--- config.mk ---
export PLATFORM = sky130hd
export DESIGN_NAME = cs_cycle_gen
export DESIGN_NICKNAME = d
export VERILOG_FILES = /design/src/rtl/cs_cycle_pkg.sv /design/src/rtl/cs_phase_timer.sv /design/src/rtl/cs_seq_fsm.sv /design/src/rtl/cs_pin_drive.sv /design/src/rtl/cs_cycle_gen.sv
export SDC_FILE = /design/constraint.sdc
export NUM_CORES = 1
export LEC_CHECK = 0
export ABC_AREA = 1
export ABC_CLOCK_PERIOD_IN_PS = 2100
export BUFFER_PORTS_ARGS = -buffer_cell sky130_fd_sc_hd__buf_2
export CORE_MARGIN = 2
export CORE_UTILIZATION = 44
export DETAILED_ROUTE_END_ITERATION = 10
export PLACE_DENSITY_LB_ADDON = 0.15
export SLEW_MARGIN = 20
export SYNTH_ARGS = -nofsm -noshare
export SYNTH_HDL_FRONTEND = slang
export SYNTH_SLANG_ARGS = --single-unit
--- constraint.sdc ---
create_clock -name clk -period 2.1 [get_ports clk]
set_input_delay 0.42 -clock clk [delete_from_list [all_inputs] [get_ports clk]]
set_output_delay 0.42 -clock clk [all_outputs]
set_load 0.02 [all_outputs]
--- src/rtl/cs_cycle_pkg.sv ---
package cs_cycle_pkg;

   localparam int TMR_W  = 3;
   localparam int WAIT_W = 5;
   localparam int CNT_W  = 5;

   typedef enum logic [2:0] {
      PH_IDLE,
      PH_SETUP,
      PH_CSDLY,
      PH_STROBE,
      PH_NEGDLY,
      PH_HOLD,
      PH_DONE
   } phase_e;

   typedef struct packed {
      logic [TMR_W-1:0]  setup;
      logic [TMR_W-1:0]  strb_dly;
      logic [WAIT_W-1:0] wait_n;
      logic [TMR_W-1:0]  negate;
      logic [TMR_W-1:0]  hold;
      logic              bs_long;
   } timing_t;

   // Starting at phase p, return the first phase whose length is nonzero.
   function automatic phase_e first_live(input phase_e p, input timing_t t);
      phase_e r;
      case (p)
         PH_SETUP:  r = (t.setup != '0)    ? PH_SETUP :
                        (t.strb_dly != '0) ? PH_CSDLY : PH_STROBE;
         PH_CSDLY:  r = (t.strb_dly != '0) ? PH_CSDLY : PH_STROBE;
         PH_NEGDLY: r = (t.negate != '0)   ? PH_NEGDLY :
                        (t.hold != '0)     ? PH_HOLD : PH_DONE;
         PH_HOLD:   r = (t.hold != '0)     ? PH_HOLD : PH_DONE;
         default:   r = p;
      endcase
      return r;
   endfunction

   // Counter load value (phase length minus one) on entry to phase p.
   function automatic logic [CNT_W-1:0] phase_load(input phase_e p, input timing_t t);
      logic [CNT_W-1:0] r;
      case (p)
         PH_SETUP:  r = CNT_W'(t.setup)    - CNT_W'(1);
         PH_CSDLY:  r = CNT_W'(t.strb_dly) - CNT_W'(1);
         PH_STROBE: r = CNT_W'(t.wait_n);
         PH_NEGDLY: r = CNT_W'(t.negate)   - CNT_W'(1);
         PH_HOLD:   r = CNT_W'(t.hold)     - CNT_W'(1);
         default:   r = '0;
      endcase
      return r;
   endfunction

   function automatic logic in_cs_window(input phase_e p);
      return (p == PH_CSDLY) || (p == PH_STROBE) || (p == PH_NEGDLY);
   endfunction

   function automatic logic in_addr_window(input phase_e p);
      return (p != PH_IDLE) && (p != PH_DONE);
   endfunction

endpackage

--- src/rtl/cs_phase_timer.sv ---
module cs_phase_timer #(
   parameter int CNT_W    = 5,
   parameter int MAX_LOAD = 25
) (
   input  logic             clk,
   input  logic             rst_n,
   input  logic             load,
   input  logic [CNT_W-1:0] load_val,
   output logic             expired
);

   if (MAX_LOAD >= (1 << CNT_W)) begin : g_bad_width
      $error("cs_phase_timer: MAX_LOAD does not fit in CNT_W bits");
   end

   logic [CNT_W-1:0] cnt_q;

   always_ff @(posedge clk or negedge rst_n) begin
      if (!rst_n)              cnt_q <= '0;
      else if (load)           cnt_q <= load_val;
      else if (cnt_q != '0)    cnt_q <= cnt_q - CNT_W'(1);
   end

   assign expired = (cnt_q == '0);


   cnt_range_chk: assert property (@(posedge clk) disable iff (!rst_n)
      cnt_q <= CNT_W'(MAX_LOAD));

endmodule

--- src/rtl/cs_seq_fsm.sv ---
module cs_seq_fsm
   import cs_cycle_pkg::*;
#(
   parameter int          ADDR_W     = 29,
   parameter int          DATA_W     = 64,
   parameter int          NBYTES     = DATA_W / 8,
   parameter int          AREA_LSB   = 26,
   parameter logic [2:0]  AREA_CODE  = 3'b110,
   parameter int          WAIT_LIMIT = 25
) (
   input  logic              clk,
   input  logic              rst_n,
   input  logic              req_valid,
   input  logic [ADDR_W-1:0] req_addr,
   input  logic              req_write,
   input  logic [NBYTES-1:0] req_be,
   input  logic [DATA_W-1:0] req_wdata,
   input  timing_t           cfg_in,
   input  logic              bus_rdy,
   output phase_e            phase_o,
   output logic [ADDR_W-1:0] addr_q,
   output logic              write_q,
   output logic [NBYTES-1:0] be_q,
   output logic [DATA_W-1:0] wdata_q,
   output logic              miss_q,
   output logic              bs_active,
   output logic              strobe_last
);

   localparam int AGE_W = 2;

   phase_e             phase_q, phase_d;
   timing_t            cfg_q, cfg_clamped, cfg_sel;
   logic               area_hit;
   logic               tmr_load, tmr_expired;
   logic [CNT_W-1:0]   tmr_val;
   logic [AGE_W-1:0]   cs_age_q;
   logic               bs_two;

   always_comb begin
      cfg_clamped = cfg_in;
      if (cfg_in.wait_n > WAIT_W'(WAIT_LIMIT))
         cfg_clamped.wait_n = WAIT_W'(WAIT_LIMIT);
   end

   assign cfg_sel  = (phase_q == PH_IDLE) ? cfg_clamped : cfg_q;
   assign area_hit = (req_addr[AREA_LSB +: 3] == AREA_CODE);

   always_comb begin
      phase_d = phase_q;
      case (phase_q)
         PH_IDLE:
            if (req_valid)
               phase_d = area_hit ? first_live(PH_SETUP, cfg_clamped) : PH_DONE;
         PH_SETUP:
            if (tmr_expired) phase_d = first_live(PH_CSDLY, cfg_q);
         PH_CSDLY:
            if (tmr_expired) phase_d = PH_STROBE;
         PH_STROBE:
            if (tmr_expired && ((cfg_q.wait_n == '0) || bus_rdy))
               phase_d = first_live(PH_NEGDLY, cfg_q);
         PH_NEGDLY:
            if (tmr_expired) phase_d = first_live(PH_HOLD, cfg_q);
         PH_HOLD:
            if (tmr_expired) phase_d = PH_DONE;
         PH_DONE:
            phase_d = PH_IDLE;
         default:
            phase_d = PH_IDLE;
      endcase
   end

   assign tmr_load = (phase_d != phase_q);
   assign tmr_val  = phase_load(phase_d, cfg_sel);

   cs_phase_timer #(
      .CNT_W   (CNT_W),
      .MAX_LOAD(WAIT_LIMIT)
   ) i_timer (
      .clk     (clk),
      .rst_n   (rst_n),
      .load    (tmr_load),
      .load_val(tmr_val),
      .expired (tmr_expired)
   );

   always_ff @(posedge clk or negedge rst_n) begin
      if (!rst_n) begin
         phase_q <= PH_IDLE;
         cfg_q   <= '0;
         addr_q  <= '0;
         write_q <= 1'b0;
         be_q    <= '0;
         wdata_q <= '0;
         miss_q  <= 1'b0;
      end else begin
         phase_q <= phase_d;
         if (phase_q == PH_IDLE && req_valid) begin
            cfg_q   <= cfg_clamped;
            addr_q  <= req_addr;
            write_q <= req_write;
            be_q    <= req_be;
            wdata_q <= req_wdata;
            miss_q  <= !area_hit;
         end
      end
   end

   // Age of the chip-select window, saturating, for the bus-start pulse.
   always_ff @(posedge clk or negedge rst_n) begin
      if (!rst_n)
         cs_age_q <= '0;
      else if (!in_cs_window(phase_q))
         cs_age_q <= '0;
      else if (cs_age_q != '1)
         cs_age_q <= cs_age_q + AGE_W'(1);
   end

   assign bs_two      = cfg_q.bs_long && (cfg_q.strb_dly != '0);
   assign bs_active   = in_cs_window(phase_q) &&
                        ((cs_age_q == '0) || ((cs_age_q == AGE_W'(1)) && bs_two));
   assign strobe_last = (phase_q == PH_STROBE) && (phase_d != PH_STROBE);
   assign phase_o     = phase_q;


   rdy_ignored_chk: assert property (@(posedge clk) disable iff (!rst_n)
      (phase_q == PH_STROBE && tmr_expired && cfg_q.wait_n == '0) |=> (phase_q != PH_STROBE));


   miss_no_cs_chk: assert property (@(posedge clk) disable iff (!rst_n)
      (phase_q == PH_IDLE && req_valid && !area_hit) |=> (phase_q == PH_DONE));


   busy_ignore_chk: assert property (@(posedge clk) disable iff (!rst_n)
      (phase_q != PH_IDLE && phase_q != PH_DONE) |=> $stable(addr_q));

endmodule

--- src/rtl/cs_pin_drive.sv ---
module cs_pin_drive
   import cs_cycle_pkg::*;
#(
   parameter int ADDR_W = 29,
   parameter int DATA_W = 64,
   parameter int NBYTES = DATA_W / 8
) (
   input  logic              clk,
   input  logic              rst_n,
   input  phase_e            phase,
   input  logic [ADDR_W-1:0] addr_q,
   input  logic              write_q,
   input  logic [NBYTES-1:0] be_q,
   input  logic [DATA_W-1:0] wdata_q,
   input  logic              miss_q,
   input  logic              bs_active,
   input  logic              strobe_last,
   input  logic [DATA_W-1:0] bus_rdata,
   output logic              cs_n,
   output logic              rd_n,
   output logic [NBYTES-1:0] we_n,
   output logic              bs_n,
   output logic [ADDR_W-1:0] bus_addr,
   output logic [DATA_W-1:0] bus_wdata,
   output logic              bus_wdata_oe,
   output logic [DATA_W-1:0] rdata,
   output logic              done,
   output logic              err,
   output logic              busy
);

   logic cs_on, str_on;

   assign cs_on  = in_cs_window(phase);
   assign str_on = (phase == PH_STROBE);

   assign cs_n = !cs_on;
   assign rd_n = !(str_on && !write_q);
   assign bs_n = !bs_active;

   for (genvar b = 0; b < NBYTES; b++) begin : g_lane
      assign we_n[b] = !(str_on && write_q && be_q[b]);
   end

   assign bus_addr     = in_addr_window(phase) ? addr_q : '0;
   assign bus_wdata_oe = cs_on && write_q;
   assign bus_wdata    = bus_wdata_oe ? wdata_q : '0;
   assign done         = (phase == PH_DONE);
   assign err          = done && miss_q;
   assign busy         = (phase != PH_IDLE);

   always_ff @(posedge clk or negedge rst_n) begin
      if (!rst_n)                      rdata <= '0;
      else if (strobe_last && !write_q) rdata <= bus_rdata;
   end


   strobe_in_cs_chk: assert property (@(posedge clk) disable iff (!rst_n)
      (!rd_n || (we_n != '1)) |-> !cs_n);


   rd_we_excl_chk: assert property (@(posedge clk) disable iff (!rst_n)
      !rd_n |-> (we_n == '1));


   bs_in_cs_chk: assert property (@(posedge clk) disable iff (!rst_n)
      !bs_n |-> !cs_n);


   oe_in_cs_chk: assert property (@(posedge clk) disable iff (!rst_n)
      bus_wdata_oe |-> !cs_n);


   done_pulse_chk: assert property (@(posedge clk) disable iff (!rst_n)
      done |=> !done);


   err_with_done_chk: assert property (@(posedge clk) disable iff (!rst_n)
      err |-> (done && cs_n));

endmodule

--- src/rtl/cs_cycle_gen.sv ---
module cs_cycle_gen
   import cs_cycle_pkg::*;
#(
   parameter int         ADDR_W     = 29,
   parameter int         DATA_W     = 64,
   parameter int         AREA_LSB   = 26,
   parameter logic [2:0] AREA_CODE  = 3'b110,
   parameter int         WAIT_LIMIT = 25,
   localparam int        NBYTES     = DATA_W / 8
) (
   input  logic              clk,
   input  logic              rst_n,
   input  logic              req_valid,
   input  logic [ADDR_W-1:0] req_addr,
   input  logic              req_write,
   input  logic [NBYTES-1:0] req_be,
   input  logic [DATA_W-1:0] req_wdata,
   input  logic [2:0]        cfg_setup,
   input  logic [2:0]        cfg_strb_dly,
   input  logic [4:0]        cfg_wait,
   input  logic [2:0]        cfg_negate,
   input  logic [2:0]        cfg_hold,
   input  logic              cfg_bs_long,
   input  logic              bus_rdy,
   input  logic [DATA_W-1:0] bus_rdata,
   output logic              cs_n,
   output logic              rd_n,
   output logic [NBYTES-1:0] we_n,
   output logic              bs_n,
   output logic [ADDR_W-1:0] bus_addr,
   output logic [DATA_W-1:0] bus_wdata,
   output logic              bus_wdata_oe,
   output logic [DATA_W-1:0] rdata,
   output logic              done,
   output logic              err,
   output logic              busy
);

   if (!(DATA_W == 8 || DATA_W == 16 || DATA_W == 32 || DATA_W == 64)) begin : g_bad_bus
      $error("cs_cycle_gen: DATA_W must be 8, 16, 32 or 64");
   end
   if (AREA_LSB + 3 > ADDR_W) begin : g_bad_area
      $error("cs_cycle_gen: area field exceeds the address width");
   end
   if (WAIT_LIMIT >= (1 << WAIT_W)) begin : g_bad_wait
      $error("cs_cycle_gen: WAIT_LIMIT exceeds the wait field");
   end

   timing_t           cfg;
   phase_e            phase;
   logic [ADDR_W-1:0] addr_q;
   logic              write_q, miss_q, bs_active, strobe_last;
   logic [NBYTES-1:0] be_q;
   logic [DATA_W-1:0] wdata_q;

   assign cfg = '{setup: cfg_setup, strb_dly: cfg_strb_dly, wait_n: cfg_wait,
                  negate: cfg_negate, hold: cfg_hold, bs_long: cfg_bs_long};

   cs_seq_fsm #(
      .ADDR_W    (ADDR_W),
      .DATA_W    (DATA_W),
      .NBYTES    (NBYTES),
      .AREA_LSB  (AREA_LSB),
      .AREA_CODE (AREA_CODE),
      .WAIT_LIMIT(WAIT_LIMIT)
   ) i_fsm (
      .clk        (clk),
      .rst_n      (rst_n),
      .req_valid  (req_valid),
      .req_addr   (req_addr),
      .req_write  (req_write),
      .req_be     (req_be),
      .req_wdata  (req_wdata),
      .cfg_in     (cfg),
      .bus_rdy    (bus_rdy),
      .phase_o    (phase),
      .addr_q     (addr_q),
      .write_q    (write_q),
      .be_q       (be_q),
      .wdata_q    (wdata_q),
      .miss_q     (miss_q),
      .bs_active  (bs_active),
      .strobe_last(strobe_last)
   );

   cs_pin_drive #(
      .ADDR_W(ADDR_W),
      .DATA_W(DATA_W),
      .NBYTES(NBYTES)
   ) i_pins (
      .clk         (clk),
      .rst_n       (rst_n),
      .phase       (phase),
      .addr_q      (addr_q),
      .write_q     (write_q),
      .be_q        (be_q),
      .wdata_q     (wdata_q),
      .miss_q      (miss_q),
      .bs_active   (bs_active),
      .strobe_last (strobe_last),
      .bus_rdata   (bus_rdata),
      .cs_n        (cs_n),
      .rd_n        (rd_n),
      .we_n        (we_n),
      .bs_n        (bs_n),
      .bus_addr    (bus_addr),
      .bus_wdata   (bus_wdata),
      .bus_wdata_oe(bus_wdata_oe),
      .rdata       (rdata),
      .done        (done),
      .err         (err),
      .busy        (busy)
   );

endmodule

==> results of run 1 <==
[routing by layer]
metal,up-vias,GRT usage [%],routed length [µm]
met5,-,0,0
met4,0,8.619,650
met3,43,6.327,1892
met2,317,40.98,13920
met1,3934,31.76,11650
li1,3964,-,-
[power groups by stage]
stage / Clock, W / Combinational [W] / Sequential [W]
after detailed placement: 0 / 0.0105 / 0.00633
after CTS: 0.00347 / 0.0133 / 0.00629
after floorplan: 0 / 0.00627 / 0.00689
final: 0.00339 / 0.0143 / 0.00629
after global routing: 0.00364 / 0.0154 / 0.00647
after global placement: 0 / 0.0104 / 0.00629
[what timing repair did]
action,CTS,global route
hold buffers,1,0
endpoints found under the setup margin,170,297
buffers inserted,31,9
gates resized for setup,250,97
endpoints found under the hold margin,48,0
cloned,9,3
pin swaps,17,32
[critical path: cells and delay by family, from the launching register on]
kind	cells	cell delay, ns
simple gates	4	0.65
flops	1	0.46
buf+inv	3	0.45
[layout by cell type (no fill, tap or decap), types with 7 or more instances in the layout]
| cell | count |
|---|---|
| nor2_2 | 29 |
| nand3_1 | 16 |
| buf_2 | 261 |
| ha_1 | 7 |
| nor2_1 | 43 |
| o21ai_0 | 129 |
| nand4_1 | 8 |
| nor2_4 | 51 |
| nand2_4 | 7 |
| dfrtp_1 | 194 |
| nand3_2 | 10 |
| clkbuf_16 | 20 |
| buf_16 | 7 |
| buf_4 | 106 |
| inv_2 | 13 |
| nand2_1 | 174 |
| inv_1 | 126 |
| buf_12 | 15 |
| inv_6 | 7 |
| mux2_4 | 69 |
| buf_6 | 64 |
[cell type report]
cell class	count	area share, %
sequential	195	34.75
multi-input combinational	594	29.60
timing repair buffer	461	24.63
inverter	146	4.044
clock buffer	18	3.126
tap	270	2.405
clock inverter	14	1.345
antenna	6	0.1069
[worst max path at each step]
stage | start | end | slack [ns] | cells after the start
after global placement | req_addr[28] | i_pins.rdata[1]$_DFFE_PN0P_ | -0.12 | 12
after CTS | i_fsm.phase_o[2]$_DFF_PN0_ | bus_wdata[5] | -0.31 | 9
after detailed placement | i_fsm.i_timer.cnt_q[1]$_DFFE_PN0P_ | i_pins.rdata[59]$_DFFE_PN0P_ | -0.14 | 15
after global routing | i_fsm.phase_o[1]$_DFF_PN0_ | bus_wdata[22] | -0.40 | 7
final | i_fsm.phase_o[1]$_DFF_PN0_ | bus_wdata[22] | -0.32 | 7
after floorplan | i_fsm.phase_o[0]$_DFF_PN0_ | bus_wdata[12] | -0.06 | 7
[metrics by stage]
stage	instance area, µm²	setup TNS, ns	hold WS [ns]
3_3_place_gp	11670	-7.260	0.4364
3_5_place_dp	11670	-7.998	0.4335
5_1_grt	14040	-54.77	0.1822
4_1_cts	13580	-34.98	0.1699
6_report	14050	-40.90	0.1917
2_1_floorplan	9233	-5.385	0.1244
[logic make-up (layout without fill, tap and decap cells)]
group / after synthesis / after routing / share of synthesized area [%]
AND/OR/NAND/NOR: 355 / 356 / 16.36
XOR/XNOR: 6 / 6 / 0.5775
multiplexers: 73 / 73 / 11.26
flip-flops: 195 / 195 / 53.62
buffers and inverters: 190 / 639 / 8.373
other: 0 / 6 / 0
AO/OA/AOI/OAI: 150 / 150 / 8.566
adder cells (fa/ha/maj): 9 / 9 / 1.237
[flip-flops by register name, summed over array words and instances (netlist names)]
register	flops
i_fsm.cfg_q	18
i_fsm.wdata_q	64
i_pins.rdata	64
i_fsm.be_q	8
i_fsm.i_timer.cnt_q	5
i_fsm.cs_age_q	2
i_fsm.phase_o	3
i_fsm.addr_q	29
i_fsm.write_q	1
i_fsm.miss_q	1
==> results.cfg, run 1 <==
[outcome]
status = complete, but fails checks
violations = setup timing

[cells_and_area]
regArea_um2 = 4881
drive_gt1_share_pct = 49.30
n_fill_cell = 1563
syn_to_final_growth_pct = 54.37
multi_input_comb_area_um2 = 4158
utilization_pct = 69.42
instances_no_fill = 1704
fin_nets = 1612

[logic_synthesis]
yosysSeqAreaShare_pct = 53.62
synth-seq-cells = 195
synth_most_common_cell = dfrtp_1
synth_area_leader_cell = dfrtp_1
synth.net_count = 1175
synth_top_area_share_pct = 53.62
synth_area_leaders = dfrtp_1 (54%), mux2_4 (8.9%), nand2_1 (7.5%)
yosysWarnings = 0
ys.flop_type = dfrtp_1
syn_avg_cell_area_um2 = 9.305
synth_edf_count = 0
async_reset_ff_share_pct = 100.0
syn_area_um2 = 9100
synthDistinctLibCells = 36
synth_cells = 978
synthTopCellsByCount = dfrtp_1 (195), nand2_1 (183), o21ai_0 (134)

[drt]
drc_errors = 0
drt_pass1_iterations = 5
vias = 8258
detail-route-antenna-nets = 0
dr.first_iter.drc_count = 319
wirelength_um = 28110
viasPerCell = 4.846
routedWlPerCell_um = 16.50

[placed_design]
pre_cts_ws_ns = -0.1402
place.port_buffers = 359
finalWeightedCongestion = 0.8964
dp_hpwl_um = 18420
dp.cells = 1619

[setup_path]
r2r-start = i_fsm.i_timer.cnt_q[1]$_DFFE_PN0P_
required_ns = 1.68
critPathMostFrequentCell = nor2_4
path_cells = nor3_4 > buf_6 > nor2_4 > nor2_4 > inv_6 > nor2_1 > buf_2
worstSetupEndpointType = output port
r2r_cells = 16
rrSetupSlack_ns = -0.28
crit_slowest_cell = dfrtp_2
crit_type = flop to output port
r2r_end = i_pins.rdata[8]$_DFFE_PN0P_
arrival_ns = 2.00
crit_path_start_kind = flop
worstPathMaxFanout = 11
critical-path-max-stage-delay_ns = 0.46

[floorplan]
start_util_pct = 44.97
die_y_um = 147.8
io_pins = 360
core_area_um2 = 20230
fp-row-count = 52
die_x_um = 147.8
die_area_um2 = 21850

[sta]
slew_violations = 0
min_period_ns = 2.415
slew_headroom_pct = 66.83
setup_viol = 173
final_hold_viol_count = 0
worst_pin_slew_ns = 0.4975
finalCritPeriodShare_pct = 115.0
rsz0062_at_grt = yes
fin_worst_skew_ns = 0.01309
max_freq_ghz = 0.4141
post-route-worst-setup-slack_ns = -0.3150

[hold_path]
min_to = i_fsm.wdata_q[9]$_DFFE_PN0P_
hp-start = req_wdata[9]
min_path_type = input port to flop
holdPathStages = 3

[clocking]
clk_pin_slew_ns = 0.08
htreeDepth = 4
cts_root_buf = clkbuf_16
clk_latency_ns = 0.43
numCtsBuffers = 17
cts_tree = yes
clk_path_buf_depth = 2
clock-sinks = 195

[global_routing]
antenna_found_initial = 6
grt_pass1_vias = 8223
grt_max_degree = 233
grt_overflow = 0
grt_use_total_pct = 24.76
grt_pass1_wl_um = 42730

[pwr]
p_int_w = 0.01378
netSwitchingPower_w = 0.01022
clockPowerShare_pct = 14.1
comb_power_share_pct = 59.7
power_w = 0.02399
pwr-share-seq_pct = 26.2
power_density_nw_per_um2 = 1708
p_sw_share_pct = 42.58
vdd_drop_max_uv = 706.3
leakage_nw = 7.301

[run]
cap_violations = 0
Note: power is estimated with default switching activity, not from simulation.
==> run 2: changes to the inputs <==
- CORE_UTILIZATION: 44 -> 46
- CTS_BUF_LIST: not set -> sky130_fd_sc_hd__clkbuf_8
==> results.cfg, run 2 (same netlist as run 1, synthesis figures left out) <==
[outcome]
status = complete, but fails checks
violations = setup timing

[pwr]
leakage_nw = 7.088
clockPowerShare_pct = 10.5
pwr-share-seq_pct = 28.5
vdd_drop_max_uv = 697.6
power_w = 0.02200
p_int_w = 0.01249
netSwitchingPower_w = 0.009508
p_sw_share_pct = 43.23
power_density_nw_per_um2 = 1638
comb_power_share_pct = 61.0

[run]
cap_violations = 0

[drt]
drc_errors = 0
vias = 8167
wirelength_um = 26800
dr.first_iter.drc_count = 339
viasPerCell = 4.810
routedWlPerCell_um = 15.78
detail-route-antenna-nets = 0
drt_pass1_iterations = 7

[sta]
setup_viol = 170
fin_worst_skew_ns = 0.02004
worst_pin_slew_ns = 0.5077
max_freq_ghz = 0.4124
slew_headroom_pct = 66.16
min_period_ns = 2.425
final_hold_viol_count = 0
rsz0062_at_grt = yes
post-route-worst-setup-slack_ns = -0.3251
slew_violations = 0
finalCritPeriodShare_pct = 115.5

[setup_path]
worstSetupEndpointType = flop
crit_path_start_kind = flop
path_cells = inv_2 > ha_4 > nand2_4 > nor2_4 > buf_6 > nand4_1 > nand2_1 > nand2_4 > inv_4 > nor2_4 > inv_2 > nand3_4 > buf_8 > clkbuf_16 > mux2_4
critical-path-max-stage-delay_ns = 0.41
crit_slowest_cell = dfrtp_1
crit_type = flop to flop
worst-path-buf-inv = 6
crit_family = simple AND/OR/NAND/NOR gates
required_ns = 2.47
worstPathMaxFanout = 8
arrival_ns = 2.79

[placed_design]
place_area_um2 = 11770
finalWeightedCongestion = 0.9166
place.port_buffers = 359
dp_hpwl_um = 18570
pre_cts_ws_ns = -0.1141

[cells_and_area]
layout_commonest_cell = buf_2
drive_gt1_share_pct = 48.08
top_regs = i_fsm.wdata_q: 64 flops, i_pins.rdata: 64 flops, i_fsm.addr_q: 29 flops
fin_nets = 1615
final_area_um2 = 13430
layout_common_cells = buf_2 (260), dfrtp_1 (193), nand2_1 (171), inv_1 (130), o21ai_0 (128)
syn_to_final_growth_pct = 47.53

[global_routing]
grt_overflow = 0
grt_pass1_vias = 7827
grt_use_total_pct = 24.38
grt_pass1_wl_um = 39400
grt_max_degree = 125
antenna_found_initial = 4

[floorplan]
fp-row-count = 51
die_x_um = 144.7
die_y_um = 144.7
core_area_um2 = 19460
io_pins = 360
die_area_um2 = 20920
start_util_pct = 46.76

[clocking]
htreeDepth = 4
numCtsBuffers = 17
cts_root_buf = clkbuf_8
clk_latency_ns = 0.48
clock-sinks = 195
cts_tree = yes
clk_path_buf_depth = 2
clk_pin_slew_ns = 0.11

[hold_path]
min_path_type = input port to flop
==> run 2: cell types whose count changed in the layout (fill, tap and decap cells not counted), moves of 6 or more <==
cell,change
nor2_4,-21
clkbuf_8,+17
clkbuf_16,-15
buf_4,+13
nor2_2,+12
mux2_2,+9
mux2_4,-9
nor2_1,+9
buf_16,-6
buf_6,-6
clkinv_8,-6
==> run 2: cell type report <==
class | instances | area, µm²
Tap cell | 265 | 331.6
Sequential cell | 195 | 4882
Clock buffer | 18 | 247.7
Timing Repair Buffer | 465 | 3395
Fill cell | 1558 | 6037
Antenna cell | 2 | 5.005
Inverter | 146 | 560.5
Multi-Input combinational cell | 593 | 3901
Clock inverter | 14 | 102.6
==> run 2: worst paths after layout <==
kind	slack, ns	endpoint	cells after the start	startpoint
min in group asynchronous	0.48	i_fsm.wdata_q[53]$_DFFE_PN0P_	2	rst_n
setup reg to reg	-0.33	i_pins.rdata[32]$_DFFE_PN0P_	15	i_fsm.i_timer.cnt_q[0]$_DFFE_PN0P_
setup / recovery	-0.33	i_pins.rdata[32]$_DFFE_PN0P_	15	i_fsm.i_timer.cnt_q[0]$_DFFE_PN0P_
hold / removal	0.14	i_fsm.wdata_q[12]$_DFFE_PN0P_	3	req_wdata[12]
hold reg to reg	0.51	i_pins.rdata[62]$_DFFE_PN0P_	1	i_pins.rdata[62]$_DFFE_PN0P_
max in group asynchronous	1.00	i_fsm.phase_o[0]$_DFF_PN0_	3	rst_n
==> run 2: layer usage <==
layer	vias to the layer above	share of wire (%)	routed length, µm	global-route usage [%]
met1	3835	40	10780	29.29
met3	55	8.0	2133	7.470
met4	2	2.6	690	8.687
li1	3952	-	-	-
met5	-	0.049	13	0
met2	323	49	13180	41.58
==> run 2: what timing repair did <==
action	4_1_cts	5_1_grt
endpoints found under the hold margin	48	0
gates cloned	7	4
hold buffers	1	0
setup buffers	26	15
resized for setup	128	174
pin swaps	4	26
setup endpoints to repair	174	270
==> run 2: per-stage QoR <==
step	utilization (%)	hold slack [ns]	TNS, ns	cells
finish	68.98	0.1400	-40.50	1698
detailed placement	60.48	0.4322	-6.426	1628
global route	68.98	0.1210	-58.03	1698
global placement	60.48	0.4281	-3.094	1628
floorplan	-	0.1244	-5.385	978
CTS	66.29	0.1120	-44.69	1693
==> run 2: power by group through the flow <==
stage                     clock (W)  sequential [W]  combinational [W]
after floorplan                   0         0.00689            0.00627
after global placement            0         0.00629             0.0105
after detailed placement          0         0.00631             0.0106
after CTS                   0.00234         0.00626             0.0120
after global routing        0.00250         0.00647             0.0145
final                       0.00230         0.00627             0.0134
==> run 2: worst min-delay path: cells and delay by family <==
kind                   cells  cell delay [ns]
and+or+nand+nor            1             0.04
AOI/OAI and AO/OA          1             0.06
buffers and inverters      1             0.07
